===== src/rtl/pm_pkg.sv =====
package pm_pkg;
  localparam int unsigned PM_LANES   = 16;
  localparam int unsigned PM_SIZE_W  = 3;
  localparam int unsigned PM_CNT_W   = 32;
  localparam int unsigned PM_XS_W    = 8;
  localparam int unsigned PM_BLK_W   = 4;
  localparam int unsigned PM_COND_W  = 4;

  typedef enum logic [3:0] {
    BEAT_NONE  = 4'd0,
    BEAT_ONE   = 4'd1,
    BEAT_TWO   = 4'd2,
    BEAT_THREE = 4'd4,
    BEAT_THREE_PLUS = 4'd5
  } beat_e;
endpackage


===== src/rtl/pm_enable_merge.sv =====
module pm_enable_merge #(
  parameter int unsigned LANES = 16,
  parameter int unsigned BLK_W = 4
) (
  input  logic [LANES-1:0] pred,
  input  logic [BLK_W-1:0] blk_lo,
  input  logic [BLK_W-1:0] blk_hi,
  output logic [LANES-1:0] merged
);
  localparam int unsigned HALF = LANES / 2;

  logic lo_off;
  logic hi_off;

  assign lo_off = (blk_lo == '0);
  assign hi_off = (blk_hi == '0);

  // Each half either follows the predicate or is forced active
  for (genvar i = 0; i < LANES; i++) begin : g_lane
    if (i < HALF) begin : g_lo
      assign merged[i] = pred[i] | lo_off;
    end else begin : g_hi
      assign merged[i] = pred[i] | hi_off;
    end
  end
endmodule


===== src/rtl/pm_tail_cut.sv =====
module pm_tail_cut #(
  parameter int unsigned LANES  = 16,
  parameter int unsigned SIZE_W = 3,
  parameter int unsigned CNT_W  = 32
) (
  input  logic [SIZE_W-1:0] size_code,
  input  logic [CNT_W-1:0]  loop_cnt,
  output logic [LANES-1:0]  keep
);
  localparam int unsigned LOG_L = $clog2(LANES);
  localparam int unsigned LEN_W = LOG_L + 1;

  logic              active;
  logic [CNT_W-1:0]  limit;
  logic [LEN_W-1:0]  keep_len;

  always_comb begin
    limit    = CNT_W'(LANES) >> size_code;
    active   = (size_code < SIZE_W'(LOG_L)) && (loop_cnt <= limit);
    // Only meaningful when active: count <= LANES >> size, product <= LANES
    keep_len = LEN_W'(loop_cnt[LEN_W-1:0] << size_code);
  end

  for (genvar i = 0; i < LANES; i++) begin : g_keep
    assign keep[i] = !active || (LEN_W'(i) < keep_len);
  end
endmodule


===== src/rtl/pm_beat_cut.sv =====
module pm_beat_cut
  import pm_pkg::*;
#(
  parameter int unsigned LANES  = 16,
  parameter int unsigned XS_W   = 8,
  parameter int unsigned COND_W = 4
) (
  input  logic [XS_W-1:0]  exec_state,
  output logic [LANES-1:0] keep,
  output logic             illegal
);
  localparam int unsigned CODE_W     = XS_W - COND_W;
  localparam int unsigned BEAT_LANES = LANES / 4;
  localparam int unsigned DONE_W     = 2;

  logic              check_on;
  logic [CODE_W-1:0] code;
  logic [DONE_W-1:0] done_beats;
  logic              bad_code;

  assign check_on = (exec_state[COND_W-1:0] == '0);
  assign code     = exec_state[XS_W-1:COND_W];

  always_comb begin
    done_beats = '0;
    bad_code   = 1'b0;
    case (code)
      CODE_W'(BEAT_NONE):       done_beats = 2'd0;
      CODE_W'(BEAT_ONE):        done_beats = 2'd1;
      CODE_W'(BEAT_TWO):        done_beats = 2'd2;
      CODE_W'(BEAT_THREE),
      CODE_W'(BEAT_THREE_PLUS): done_beats = 2'd3;
      default:                  bad_code   = 1'b1;
    endcase
  end

  assign illegal = check_on && bad_code;

  for (genvar i = 0; i < LANES; i++) begin : g_keep
    localparam int unsigned BEAT_IDX = i / BEAT_LANES;
    assign keep[i] = !check_on ||
                     (!bad_code && (DONE_W'(BEAT_IDX) >= done_beats));
  end
endmodule


===== src/rtl/pm_lane_mask.sv =====
module pm_lane_mask
  import pm_pkg::*;
#(
  parameter int unsigned LANES  = PM_LANES,
  parameter int unsigned BLK_W  = PM_BLK_W,
  parameter int unsigned SIZE_W = PM_SIZE_W,
  parameter int unsigned CNT_W  = PM_CNT_W,
  parameter int unsigned XS_W   = PM_XS_W
) (
  input  logic [LANES-1:0]  pred_lanes,
  input  logic [BLK_W-1:0]  blk_lo,
  input  logic [BLK_W-1:0]  blk_hi,
  input  logic [SIZE_W-1:0] tail_size,
  input  logic [CNT_W-1:0]  loop_cnt,
  input  logic [XS_W-1:0]   exec_state,
  output logic [LANES-1:0]  lane_mask,
  output logic              illegal
);
  logic [LANES-1:0] merged;
  logic [LANES-1:0] tail_keep;
  logic [LANES-1:0] beat_keep;

  pm_enable_merge #(.LANES(LANES), .BLK_W(BLK_W)) u_merge (
    .pred   (pred_lanes),
    .blk_lo (blk_lo),
    .blk_hi (blk_hi),
    .merged (merged)
  );

  pm_tail_cut #(.LANES(LANES), .SIZE_W(SIZE_W), .CNT_W(CNT_W)) u_tail (
    .size_code (tail_size),
    .loop_cnt  (loop_cnt),
    .keep      (tail_keep)
  );

  pm_beat_cut #(.LANES(LANES), .XS_W(XS_W), .COND_W(PM_COND_W)) u_beat (
    .exec_state (exec_state),
    .keep       (beat_keep),
    .illegal    (illegal)
  );

  assign lane_mask = merged & tail_keep & beat_keep;
endmodule


===== config.mk =====
export PLATFORM = sky130hd
export DESIGN_NAME = pm_lane_mask
export DESIGN_NICKNAME = d
export VERILOG_FILES = /design/src/rtl/pm_pkg.sv /design/src/rtl/pm_enable_merge.sv /design/src/rtl/pm_tail_cut.sv /design/src/rtl/pm_beat_cut.sv /design/src/rtl/pm_lane_mask.sv
export SDC_FILE = /design/constraint.sdc
export NUM_CORES = 1
export LEC_CHECK = 0
export CORE_MARGIN = 4
export CORE_UTILIZATION = 33
export DETAILED_ROUTE_END_ITERATION = 16
export MAX_ROUTING_LAYER = met4
export PLACE_DENSITY_LB_ADDON = 0.2
export SYNTH_ARGS = -nofsm -noshare
export SYNTH_HDL_FRONTEND = slang
export SYNTH_SLANG_ARGS = --single-unit

===== constraint.sdc =====
create_clock -name vclk -period 5.7
set_input_delay 0.57 -clock vclk [all_inputs]
set_output_delay 0.57 -clock vclk [all_outputs]
set_load 0.02 [all_outputs]

==> impl_metrics.yaml <==
outcome:
  status: "completed"
global_routing:
  grt_usage: 0.203
  grt_use_met1: 0.242
  grt_pass1_vias: 1341
  grt_first_pass_wirelength_mm: 5.55
  grt_max_degree: 19
  gr-usage-met2: 0.361
  grt-busiest-layer: "met2"
  gr-usage-met3: 0.0312
  overflow: 0
  antenna_found_initial: 0
finish:
  stdcell_count: 229
  final_common_cell: "clkdlybuf4s50_1"
  finalNetCount: 275
  synthToLayoutAreaGrowth_pct: 104
  nClkBuffers: 0
  post-route-util: 0.733
  seq_area_um2: 0
  design.seq.count: 0
  drive_gt1_frac: 0.0647
  diodes: 0
  final_cell_mix: "clkdlybuf4s50_1 (84), nor2_1 (13), nor4_1 (11), o21ai_0 (10), a21oi_1 (8)"
die:
  die_h_um: 57.8
  start_util: 0.360
  die_area_um2: 3340
  rows: 17
  coreArea_um2: 2280
  io_pins: 84
  die_w_um: 57.8
logic_synthesis:
  syn_nets: 193
  avgSynthCellArea_um2: 6.76
  syn_area_um2: 818
  synthCells: 121
  yosysTopAreaCell: "nor4_1"
  synth.top_cell.area_share: 0.0841
  ys_seq_area_frac: 0
  synth.distinct_cells: 46
  synth.area.top_cells: "nor4_1 (8.4%), ha_1 (7.6%), o21ai_0 (6.1%)"
  yosys_warnings: 0
timing:
  setup_viol: 0
  whs_ps: 2220
  worstMarginPinSlew_ps: 1050
  slew_violations: 0
  fmax_mhz: 217
  rsz0062_at_grt: "false"
  final_hold_viol_count: 0
  fin_tns_setup_ps: 0
  slew_headroom: 0.292
  fin_crit_sh: 0.808
  layout_min_cycle_time_ps: 4600
power_and_ir_drop:
  power.leakage_uw: 0.000566
  p_total_uw: 122
  ir_drop_uv: 50.4
  power.density_nw_per_um2: 73.3
drt:
  drt_iter0_markers: 60
  viasPerCell: 5.81
  ant_nets: 0
  drt-total-wl_mm: 3.56
  vias: 1330
  drt-wirelength-per-cell_um: 15.6
  drtPass1Iterations: 4
  drc_errors: 0
worst_setup_path:
  cp_max_fo: 14
  cp.arrival_ps: 4030
  critPathCaptureType: "output pin"
  cp-start-kind: "input port"
  crit_type: "in -> out"
  cp_data_required_time_ps: 5130
placement:
  portBuffers: 84
  place_congestion: 0.873
  dpl.cell_count: 229
  dp_hpwl_mm: 3.08
cts:
  cts_resized: 0
  cts_setup_buffers: 0
  cts_hold_buf: 0
flow_run:
  cap_violations: 0
hold_path:
  min_path_type: "in -> out"
-- per-stage QoR --
step           setup WS [ps]  area [um2]
2_1_floorplan           2370         818
3_3_place_gp            1370        1670
3_5_place_dp            1190        1670
4_1_cts                 1140        1670
5_1_grt                  960        1670
6_report                1100        1670
-- critical path, cell delays in order --
cell and delay, ps:
clkdlybuf4s50_1 820, or3b_1 430, ha_1 320, nand4_1 100, o41ai_1 70, a31oi_1 500, nor3_2 190, a211oi_1 330
clkdlybuf4s50_1 700
-- synth_stat cells (2+ instances only) --
library cell	instances
mux2i_1	2
a21oi_1	8
nand2b_1	3
nor2_1	13
a211oi_1	4
nand2_1	5
o41ai_1	2
ha_1	5
nand3b_1	4
inv_1	5
buf_2	2
or2_2	5
o21ai_0	10
o22ai_1	2
or3_1	2
nand4_1	2
nor4_1	11
nor3_1	6
a311oi_1	3
-- final timing paths --
path | slack, ps | startpoint | end | depth (start not counted)
worst max-delay path | 1100 | tail_size[1] | lane_mask[13] | 9
worst min-delay path | 2220 | pred_lanes[15] | lane_mask[15] | 4
-- power breakdown --
part,internal [uW],switching [uW],leakage [uW],total (uW)
registers,0,0,0,0
logic,71.4,50.8,0.000566,122
clock network,0,0,0,0
-- per-layer routing --
metal  vias up  routed length (um)
met5         -                   0
met4         0                  42
met3         6                 321
met2        75                1830
met1       603                1370
li1        646                   -
-- cell families after synthesis --
logic type                 synth area share
AOI/OAI and AO/OA                     0.320
adders and majority gates            0.0765
buffers and inverters                0.0550
muxes                                0.0382
and+or+nand+nor                       0.511
-- final cells by class --
cell class	count	area (um2)
repair buffers	84	841
multi-input cells	112	773
fillers	184	608
well taps	28	35.0
inverters	5	18.8
(Power assumes the default switching activity.)
